[config.mk]
export PLATFORM = sky130hd
export DESIGN_NAME = lcd_mux_driver
export DESIGN_NICKNAME = d
export VERILOG_FILES = /design/src/rtl/lcd_pkg.sv /design/src/rtl/lcd_timebase.sv /design/src/rtl/lcd_pattern_store.sv /design/src/rtl/lcd_wave_gen.sv /design/src/rtl/lcd_mux_driver.sv
export SDC_FILE = /design/constraint.sdc
export NUM_CORES = 1
export LEC_CHECK = 0
export ABC_CLOCK_PERIOD_IN_PS = 2400
export BUFFER_PORTS_ARGS = -buffer_cell sky130_fd_sc_hd__buf_4
export CAP_MARGIN = 20
export CORE_MARGIN = 4
export CORE_UTILIZATION = 40
export DETAILED_ROUTE_END_ITERATION = 16
export GPL_TIMING_DRIVEN = 0
export PLACE_DENSITY_LB_ADDON = 0.1
export SLEW_MARGIN = 20
export SYNTH_ARGS = -nofsm -noshare
export SYNTH_HDL_FRONTEND = slang
export SYNTH_SLANG_ARGS = --single-unit
[constraint.sdc]
create_clock -name clk -period 2.4 [get_ports clk]
set_input_delay 0.12 -clock clk [delete_from_list [all_inputs] [get_ports clk]]
set_output_delay 0.12 -clock clk [all_outputs]
set_load 0.02 [all_outputs]
[src/rtl/lcd_pkg.sv]
package lcd_pkg;

  typedef enum logic [1:0] {
    LVL_LOW  = 2'b00,
    LVL_MID  = 2'b01,
    LVL_HIGH = 2'b10,
    LVL_OFF  = 2'b11
  } lvl_e;

endpackage

[src/rtl/lcd_timebase.sv]
module lcd_timebase #(
  parameter int CLKS_PER_SLOT = 125,
  parameter int SLOTS         = 8,
  localparam int CW = (CLKS_PER_SLOT > 1) ? $clog2(CLKS_PER_SLOT) : 1,
  localparam int SW = (SLOTS > 1) ? $clog2(SLOTS) : 1
) (
  input  logic          clk,
  input  logic          rst_n,
  output logic [SW-1:0] slot_o,
  output logic          frame_end_o,
  output logic          running_o
);

  logic [CW-1:0] cnt_q;
  logic [SW-1:0] slot_q;
  logic          run_q;
  logic          slot_end;

  assign slot_end    = (cnt_q == CW'(CLKS_PER_SLOT - 1));
  assign frame_end_o = slot_end && (slot_q == SW'(SLOTS - 1));
  assign slot_o      = slot_q;
  assign running_o   = run_q;

  always_ff @(posedge clk) begin
    if (!rst_n) begin
      cnt_q  <= '0;
      slot_q <= '0;
      run_q  <= 1'b0;
    end else begin
      if (slot_end) begin
        cnt_q  <= '0;
        slot_q <= (slot_q == SW'(SLOTS - 1)) ? '0 : slot_q + 1'b1;
      end else begin
        cnt_q <= cnt_q + 1'b1;
      end
      if (frame_end_o) run_q <= 1'b1;
    end
  end

  AST_RUN_STICKY: assert property (@(posedge clk) disable iff (!rst_n)
    run_q |=> run_q);

  AST_SLOT_STEADY: assert property (@(posedge clk) disable iff (!rst_n)
    !slot_end |=> $stable(slot_q));

endmodule

[src/rtl/lcd_pattern_store.sv]
module lcd_pattern_store #(
  parameter int NUM_SEG = 20,
  parameter int NUM_COM = 4,
  localparam int AW = $clog2(NUM_SEG)
) (
  input  logic                             clk,
  input  logic                             rst_n,
  input  logic                             wr_valid,
  output logic                             wr_ready,
  input  logic                             wr_mode,
  input  logic [AW-1:0]                    wr_digit,
  input  logic [NUM_COM-1:0]               wr_pattern,
  input  logic                             xfer_req,
  input  logic                             frame_end,
  output logic [NUM_SEG-1:0][NUM_COM-1:0]  disp_o
);

  logic [NUM_SEG-1:0][NUM_COM-1:0] disp_q;
  logic [NUM_SEG-1:0][NUM_COM-1:0] shad_q;
  logic                            pend_q;
  logic                            fire;
  logic                            in_range;

  assign wr_ready = !(wr_mode && pend_q);
  assign fire     = wr_valid && wr_ready;
  assign in_range = (int'(wr_digit) < NUM_SEG);
  assign disp_o   = disp_q;

  always_ff @(posedge clk) begin
    if (!rst_n) begin
      disp_q <= '0;
      shad_q <= '0;
      pend_q <= 1'b0;
    end else begin
      if (frame_end && pend_q) begin
        disp_q <= shad_q;
        pend_q <= 1'b0;
      end else if (xfer_req) begin
        pend_q <= 1'b1;
      end
      if (fire && in_range) begin
        if (wr_mode) shad_q[wr_digit] <= wr_pattern;
        else         disp_q[wr_digit] <= wr_pattern;
      end
    end
  end

  AST_PEND_HOLD: assert property (@(posedge clk) disable iff (!rst_n)
    (pend_q && !frame_end) |=> pend_q);

  AST_DISP_QUIET: assert property (@(posedge clk) disable iff (!rst_n)
    (!frame_end && !(fire && !wr_mode)) |=> $stable(disp_q));

  AST_SHADOW_FROZEN: assert property (@(posedge clk) disable iff (!rst_n)
    pend_q |=> $stable(shad_q));

endmodule

[src/rtl/lcd_wave_gen.sv]
module lcd_wave_gen
  import lcd_pkg::*;
#(
  parameter int NUM_SEG     = 20,
  parameter int NUM_COM     = 4,
  parameter int SHARED_BASE = 12,
  parameter int NUM_SHARED  = 8,
  localparam int SLOTS = 2 * NUM_COM,
  localparam int SW    = $clog2(SLOTS),
  localparam int SELW  = (NUM_COM > 1) ? $clog2(NUM_COM) : 1
) (
  input  logic                             clk,
  input  logic                             rst_n,
  input  logic [SW-1:0]                    slot_i,
  input  logic                             running_i,
  input  logic                             backup_i,
  input  logic [NUM_SEG-1:0][NUM_COM-1:0]  disp_i,
  input  logic [NUM_SHARED-1:0]            port_cfg_i,
  output logic [2*NUM_COM-1:0]             com_lvl_o,
  output logic [2*NUM_SEG-1:0]             seg_lvl_o,
  output logic [NUM_SHARED-1:0]            port_in_en_o
);

  logic                       neg_half;
  logic [SELW-1:0]            sel_com;
  logic                       blank;
  logic [1:0]                 rail_sel;
  logic [1:0]                 rail_opp;
  logic [NUM_COM-1:0][1:0]    com_n, com_q;
  logic [NUM_SEG-1:0][1:0]    seg_n, seg_q;
  logic [NUM_SHARED-1:0]      pin_n, pin_q;
  logic [NUM_COM-1:0]         com_driven;

  assign neg_half = (slot_i >= SW'(NUM_COM));
  assign sel_com  = SELW'(neg_half ? slot_i - SW'(NUM_COM) : slot_i);
  assign blank    = backup_i || !running_i;
  assign rail_sel = neg_half ? LVL_LOW  : LVL_HIGH;
  assign rail_opp = neg_half ? LVL_HIGH : LVL_LOW;
  assign pin_n    = port_cfg_i & ~{NUM_SHARED{backup_i}};

  for (genvar c = 0; c < NUM_COM; c++) begin : g_com
    assign com_n[c]      = blank ? LVL_LOW
                         : ((sel_com == SELW'(c)) ? rail_sel : LVL_MID);
    assign com_driven[c] = (com_q[c] != LVL_MID);
  end

  for (genvar s = 0; s < NUM_SEG; s++) begin : g_seg
    logic       pix;
    logic [1:0] wave;
    assign pix  = disp_i[s][sel_com];
    assign wave = blank ? LVL_LOW : (pix ? rail_opp : rail_sel);
    if (s >= SHARED_BASE && s < SHARED_BASE + NUM_SHARED) begin : g_shared
      assign seg_n[s] = port_cfg_i[s - SHARED_BASE] ? LVL_OFF : wave;
      AST_PORT_RELEASE: assert property (@(posedge clk) disable iff (!rst_n)
        port_cfg_i[s - SHARED_BASE] |=> (seg_q[s] == LVL_OFF));
    end else begin : g_fixed
      assign seg_n[s] = wave;
      AST_SEG_TWO_RAIL: assert property (@(posedge clk) disable iff (!rst_n)
        (seg_q[s] != LVL_MID) && (seg_q[s] != LVL_OFF));
    end
  end

  always_ff @(posedge clk) begin
    if (!rst_n) begin
      com_q <= '0;
      seg_q <= '0;
      pin_q <= '0;
    end else begin
      com_q <= com_n;
      seg_q <= seg_n;
      pin_q <= pin_n;
    end
  end

  assign com_lvl_o    = com_q;
  assign seg_lvl_o    = seg_q;
  assign port_in_en_o = pin_q;

  AST_RESET_LOW: assert property (@(posedge clk)
    !rst_n |=> (com_q == '0 && seg_q == '0 && pin_q == '0));

  AST_BLANK_LOW: assert property (@(posedge clk) disable iff (!rst_n)
    !running_i |=> (com_q == '0));

  AST_ONE_COM_DRIVEN: assert property (@(posedge clk) disable iff (!rst_n)
    ($past(running_i) && !$past(backup_i)) |-> ($countones(com_driven) == 1));

  AST_BACKUP_LOW: assert property (@(posedge clk) disable iff (!rst_n)
    backup_i |=> (com_q == '0));

  AST_BACKUP_IN_OFF: assert property (@(posedge clk) disable iff (!rst_n)
    backup_i |=> (pin_q == '0));

endmodule

[src/rtl/lcd_mux_driver.sv]
module lcd_mux_driver #(
  parameter int CLKS_PER_SLOT = 125,
  parameter int NUM_COM       = 4,
  parameter int NUM_SEG       = 20,
  parameter int SHARED_BASE   = 12,
  parameter int SHARED_GROUPS = 2,
  parameter int GROUP_W       = 4,
  localparam int SLOTS      = 2 * NUM_COM,
  localparam int SW         = $clog2(SLOTS),
  localparam int AW         = $clog2(NUM_SEG),
  localparam int NUM_SHARED = SHARED_GROUPS * GROUP_W,
  localparam int GSEL_W     = (SHARED_GROUPS > 1) ? $clog2(SHARED_GROUPS) : 1
) (
  input  logic                    clk,
  input  logic                    rst_n,
  input  logic                    wr_valid,
  output logic                    wr_ready,
  input  logic                    wr_mode,
  input  logic [AW-1:0]           wr_digit,
  input  logic [NUM_COM-1:0]      wr_pattern,
  input  logic                    xfer_req,
  input  logic                    cfg_we,
  input  logic [GSEL_W-1:0]       cfg_grp,
  input  logic [GROUP_W-1:0]      cfg_bits,
  input  logic                    backup,
  output logic [2*NUM_COM-1:0]    com_lvl,
  output logic [2*NUM_SEG-1:0]    seg_lvl,
  output logic [NUM_SHARED-1:0]   port_in_en
);

  logic [SW-1:0]                      slot;
  logic                               frame_end;
  logic                               running;
  logic [NUM_SEG-1:0][NUM_COM-1:0]    disp;
  logic [SHARED_GROUPS-1:0][GROUP_W-1:0] cfg_q;
  logic [NUM_SHARED-1:0]              port_cfg;

  always_ff @(posedge clk) begin
    if (!rst_n) begin
      cfg_q <= '0;
    end else if (cfg_we && (int'(cfg_grp) < SHARED_GROUPS)) begin
      cfg_q[cfg_grp] <= cfg_bits;
    end
  end

  assign port_cfg = cfg_q;

  AST_CFG_HOLD: assert property (@(posedge clk) disable iff (!rst_n)
    !cfg_we |=> $stable(cfg_q));

  lcd_timebase #(
    .CLKS_PER_SLOT (CLKS_PER_SLOT),
    .SLOTS         (SLOTS)
  ) u_timebase (
    .clk         (clk),
    .rst_n       (rst_n),
    .slot_o      (slot),
    .frame_end_o (frame_end),
    .running_o   (running)
  );

  lcd_pattern_store #(
    .NUM_SEG (NUM_SEG),
    .NUM_COM (NUM_COM)
  ) u_store (
    .clk        (clk),
    .rst_n      (rst_n),
    .wr_valid   (wr_valid),
    .wr_ready   (wr_ready),
    .wr_mode    (wr_mode),
    .wr_digit   (wr_digit),
    .wr_pattern (wr_pattern),
    .xfer_req   (xfer_req),
    .frame_end  (frame_end),
    .disp_o     (disp)
  );

  lcd_wave_gen #(
    .NUM_SEG     (NUM_SEG),
    .NUM_COM     (NUM_COM),
    .SHARED_BASE (SHARED_BASE),
    .NUM_SHARED  (NUM_SHARED)
  ) u_wave (
    .clk          (clk),
    .rst_n        (rst_n),
    .slot_i       (slot),
    .running_i    (running),
    .backup_i     (backup),
    .disp_i       (disp),
    .port_cfg_i   (port_cfg),
    .com_lvl_o    (com_lvl),
    .seg_lvl_o    (seg_lvl),
    .port_in_en_o (port_in_en)
  );

endmodule

# After elaboration in Yosys (flattened, before gate mapping)
# Cells that the tools add are included.
[op_classes] n_mul=0 n_bitwise=7 n_eq_ne=5 muxes=95 shift=0 order_cmp=7 n_reduce_logical=19 div_mod_pow=0 n_addsub=3
[op_table] cell="$mux W80" n=4
[op_table] cell="$bwmux W80" n=2
[op_table] cell="$mux W2" n=39
[op_table] cell="$bmux W1 S2" n=20
[op_table] cell="$mux W1" n=24
[op_table] cell="$demux W4 S5" n=1
[op_table] cell="$reduce_or A3 Y1" n=4
[op_table] cell="$and A8 B8 Y8" n=1
[op_table] cell="$bwmux W8" n=1
[op_table] cell="$mux W4" n=2
[op_table] cell="$not A8 Y8" n=1
[op_table] cell="$add A7 B1 Y7 const B" n=1
[op_table] cell="$eq A7 B7 Y1 const B" n=1
[op_table] cell="$logic_and A1 B1 Y1" n=7
[op_table] cell="$lt A5 B6 Y1 const B" n=1
[op_table] cell="$reduce_or A2 Y1" n=3
[op_table] cell="$ge A5 B1 Y1 const B" n=1
[op_table] cell="$lt A5 B5 Y1 const B" n=1
[op_table] cell="$not A1 Y1" n=5
[op_table] cell="$demux W4 S1" n=1
[op_table] cell="$eq A2 B2 Y1 const B" n=2
[op_table] cell="$add A3 B1 Y3 const B" n=1
[op_table] cell="$eq A3 B3 Y1 const B" n=1
[op_table] cell="$ge A3 B3 Y1 const B" n=1
[op_table] cell="other kinds (10)" n=11
[totals] romBits=0 mem_count=0 latchBits=0 regBits=236 mem_bits_rw=0 word_cells=211 output_inout_bits=57

# Longest topological paths before layout
[depth] depth_word=8 depth_mapped=7 mapped_depth_nobuf=5

# Modules after synthesis
# From an unflattened synthesis, not the netlist that was laid out.
[hier_totals] hier_cells=1046 hier_area_um2=9957.0
[modules_own_cells] mod="lcd_pattern_store" area_per_inst_um2=7173.1 instances=1 cells_per_inst=803 seq_area_each_um2=3223.1
[modules_own_cells] mod="lcd_wave_gen" area_per_inst_um2=1961.9 instances=1 cells_per_inst=157 seq_area_each_um2=880.8
[modules_own_cells] mod="lcd_timebase" area_per_inst_um2=493.0 instances=1 cells_per_inst=53 seq_area_each_um2=220.2
[modules_own_cells] mod="lcd_mux_driver" area_per_inst_um2=329.1 instances=1 cells_per_inst=33 seq_area_each_um2=160.2

# Least setup slack after synthesis
# Ideal clock, no wire load.
[synth_timing] kind="reg2reg" from="register u_timebase.slot_q[1], in the netlist u_timebase.slot_o[1]" to="register u_store.disp_q (netlist bit u_store.disp_o[30])" t_required_ps=2326 path_slack_ps=714 path_buffers=2 arrival_ps=1612 path_stages_with_launch=8 cell_sequence="dfxtp_1 ha_1 ha_1 and4_1 buf_2 clkbuf_1 nand3_1 a31oi_1"
[synth_via] elab_chain_len=8
[synth_rtl] item="start, declared" line="lcd_timebase.sv:15" source="logic [SW-1:0] slot_q;"
[synth_rtl] item="start signal, assigned" line="lcd_timebase.sv:32" source="slot_q <= (slot_q == SW'(SLOTS - 1)) ? '0 : slot_q + 1'b1;"
[synth_rtl] item="$eq A3 B3 Y1 *" line="lcd_timebase.sv:20" source="assign frame_end_o = slot_end && (slot_q == SW'(SLOTS - 1));"
[synth_rtl] item="$logic_and A1 B1 Y1 *" line="lcd_timebase.sv:20"
[synth_rtl] item="$logic_and A1 B1 Y1 *" line="lcd_pattern_store.sv:35" source="if (frame_end && pend_q) begin"
[synth_rtl] item="$mux W80 *" line="lcd_pattern_store.sv:35"
[synth_rtl] item="$mux W80 *" line="lcd_pattern_store.sv:30" source="if (!rst_n) begin"
[synth_rtl] item="$bwmux W80" line="lcd_pattern_store.sv:43" source="else disp_q[wr_digit] <= wr_pattern;"
[synth_rtl] item="$mux W80" line="lcd_pattern_store.sv:42" source="if (wr_mode) shad_q[wr_digit] <= wr_pattern;"
[synth_rtl] item="$mux W80 *" line="lcd_pattern_store.sv:41" source="if (fire && in_range) begin"
[synth_rtl] item="end signal, assigned" line="lcd_pattern_store.sv:36" source="disp_q <= shad_q;"
[synth_rtl] item="end signal, assigned by index" line="lcd_pattern_store.sv:43"
[synth_rtl] item="end, declared" line="lcd_pattern_store.sv:18" source="logic [NUM_SEG-1:0][NUM_COM-1:0] disp_q;"
# Mark *: on every way between the ends. The rest lies on a longest branch, timed or not. The select of a mux whose other input is x is not followed.
# A chain may end at the register's enable or synchronous reset.

# Final worst setup path
# Same ends and word-level chain as after synthesis.

==> metrics.txt <==
Max-Cap Viols=0; clock-pin slew on the worst setup and hold paths=0.06 ns; IO Port Bufs=58; Crit Path Category=reg2reg; crit end category=flop; most frequent cells in the layout=dfxtp_1, o21ai_0, nand3_1; TritonRoute pass-1 iters=5; ys async rst share=0%; reg2reg end=u_store.disp_o[30]; Pleak=4.43 nW; ANT nets after route=0; Chip Height=168 µm; total wire length=34,100 µm; Final Util=48.1%; cell repeated most along the worst path=ha_1; layout cell share with drive strength beyond 1=16.7%; post-synth top area cell=dfxtp_1; synth warn=0; first-pass GRT wire length=52,600 µm; Slew headroom=41.8%; root buf cell=clkbuf_16; n_diodes=0; HP Start=rst_n; r2r setup slk=0.10 ns; CP max-delay cell=dfxtp_2; DRT met1 WL=15,500 µm; Final Cycle Share=95.6%; vias per cell=5.81; Die Area=28,300 µm²; DIE WIDTH=168 µm; number of I/O pins=78; VDD IR max=0.000440 V; Worst Path Required=2.86 ns; Cell Rows=58; H-tree depth=1; cells along the critical path=ha_1, ha_1, and4_1, buf_2, clkbuf_1, nand3_1, a31oi_1; CP max stage delay=0.46 ns; hold worst-path end=u_wave.seg_lvl_o[27]; WL/cell=21.7 µm; status=completed; #FFs+latches synth=224; Achievable Freq=0.436 GHz; CP max FO=10; commonest non-fill, non-tap cell in the layout=dfxtp_1; routed wl met3=2900 µm; r2r worst-path depth=7; clock skew=0.0111 ns; Worst Setup Start Kind=flop; Slew Viols, Final=0; power per cell area=687 nW/µm²; initial antenna violation count=0; Num Clock Sinks=224; Synth area leaders=dfxtp_1, o41ai_1, mux2i_1, o21ai_0, nand3_1; Cell variety after synth=49; total global routing overflow=0; Fill cells=2,431; P&R area growth vs syn=18.1%; Clock Path Buffers=3; hold path depth=3; Post-synth EDFFs=0; detailed-route DRC error count=0; DR top layer=met4; Mapped Area=10,300 µm²; 1st-iter DRT viols=1,016; final hold slack=0.108 ns; Crit path max-delay family=buffers and inverters; fin nets=1,250; post-DP HPWL=24,800 µm; Arr. time, crit path=2.75 ns; core area=25,200 µm²; Worst-Margin Slew=0.873 ns; Total GRT Usage=23.4%; HP Class=in2reg; post-synth top area share=43.7%; CTS tree=built; Vias=9,112; Most used DFF post-synth=dfxtp_1; Starting Density=40.8%; final hold vios=0; number of global-route vias before repair=8,839; Syn Area/Cell=9.21 µm²; min Tclk post-route=2.30 ns; RSZ-0062 raised after global routing=no; met2 WL post-DR=15,100 µm; Gate Count Post-Synth=1,114; final setup fails=0; RR Startpoint=u_timebase.slot_o[1]; total CTS buffers=25; GP Congestion=0.871; CP Buf/Inv Count=2; post-synthesis sequential area ratio=43.7%; worst skew pair latency=0.53 ns; largest net degree at the start of global routing=14
## final cells by class
class / instances / area (µm²) / area share (%)
multi-input cells: 738 / 5020 / 41.4
clock buffers: 31 / 678 / 5.60
flip-flops and latches: 224 / 4490 / 37.0
repair buffers: 70 / 551 / 4.54
inverters: 16 / 60.1 / 0.496
clock inverters: 12 / 168 / 1.38
plain buffers: 147 / 741 / 6.11
well taps: 330 / 413 / 3.41
## cells in the mapped netlist, drive strengths merged (3+ instances only)
master    n
a21oi    42
a311oi   32
a31oi    48
and2      4
buf      61
clkbuf   86
dfxtp   224
ha        7
inv      16
mux2i    52
mux4     20
nand2    78
nand2b    5
nand3   103
nand3b    3
nand4    20
nor2     35
nor3     38
o21ai   111
o41ai    64
or3      20
xor2     22
## state kept, by name, indices dropped and copies added, names as in the netlist
name,count
u_wave.port_in_en_o,8
cfg_q,8
u_timebase.cnt_q,7
u_store.disp_o,80
u_wave.seg_lvl_o,28
u_store.shad_q,80
u_wave.com_lvl_o,8
u_store.pend_q,1
u_timebase.running_o,1
u_timebase.slot_o,3
## what timing repair did
action,4_1_cts,5_1_grt
hold buffers,10,0
hold endpoints to repair,17,0
setup buffers,2,0
gates resized for setup,3,2
endpoints found under the setup margin,80,3
## through the flow
| step | area (µm²) | TNS, ns | power [mW] | setup WS, ns | std cells |
|---|---|---|---|---|---|
| after floorplan | 10300 | 0 | 4.19 | 0.714 | 1125 |
| final | 12100 | 0 | 8.33 | 0.105 | 1568 |
| after detailed placement | 11200 | -6.99 | 4.39 | -0.163 | 1513 |
| after CTS | 12100 | 0 | 8.37 | 0.0676 | 1568 |
| after global placement | 11200 | -7.00 | 4.38 | -0.167 | 1513 |
| after global routing | 12100 | 0 | 8.57 | 0.0314 | 1568 |
## cell families (layout without fill, tap and decap cells)
logic type / count (synthesis) / count (layout) / share of synthesized area, %
muxes: 72 / 72 / 9.46
DFF: 224 / 224 / 43.7
AOI/OAI and AO/OA: 298 / 298 / 18.7
xor gates and xnor gates: 23 / 23 / 1.96
adders and majority gates: 7 / 7 / 0.853
buffers and inverters: 163 / 276 / 7.77
and+or+nand+nor: 326 / 326 / 17.6
other: 1 / 12 / 0.0365
## layer usage
layer  up-vias  global-route usage, %
met5         -                      0
met4         0                   5.47
met3        44                   3.99
met2       386                   36.1
met1      4343                   34.5
li1       4339                      -
## where the power goes
group          total [mW]  internal, mW  leakage (nW)  switching (mW)
logic               0.552         0.167          2.20           0.385
clock network        4.00          2.43         0.422            1.57
registers            3.78          3.75          1.81          0.0220
## tightest hold or removal path: stages
cell and delay, ns:
buf_4 0.13, nand3b_1 0.21, o21ai_0 0.12
## worst max-delay path by stage
stage / startpoint / endpoint / slack (ns) / cells past startpoint
6_report: u_timebase.slot_o[1] / u_store.disp_o[30] / 0.10 / 7
5_1_grt: u_timebase.slot_o[1] / u_store.disp_o[29] / 0.03 / 7
4_1_cts: u_timebase.slot_o[1] / u_store.disp_o[31] / 0.07 / 7
3_5_place_dp: u_timebase.slot_o[1] / u_store.disp_o[24] / -0.16 / 6
3_3_place_gp: u_timebase.slot_o[1] / u_store.disp_o[24] / -0.17 / 6
2_1_floorplan: u_timebase.slot_o[1] / u_store.disp_o[30] / 0.71 / 7
No activity file was read; power rests on OpenSTA's default activity.
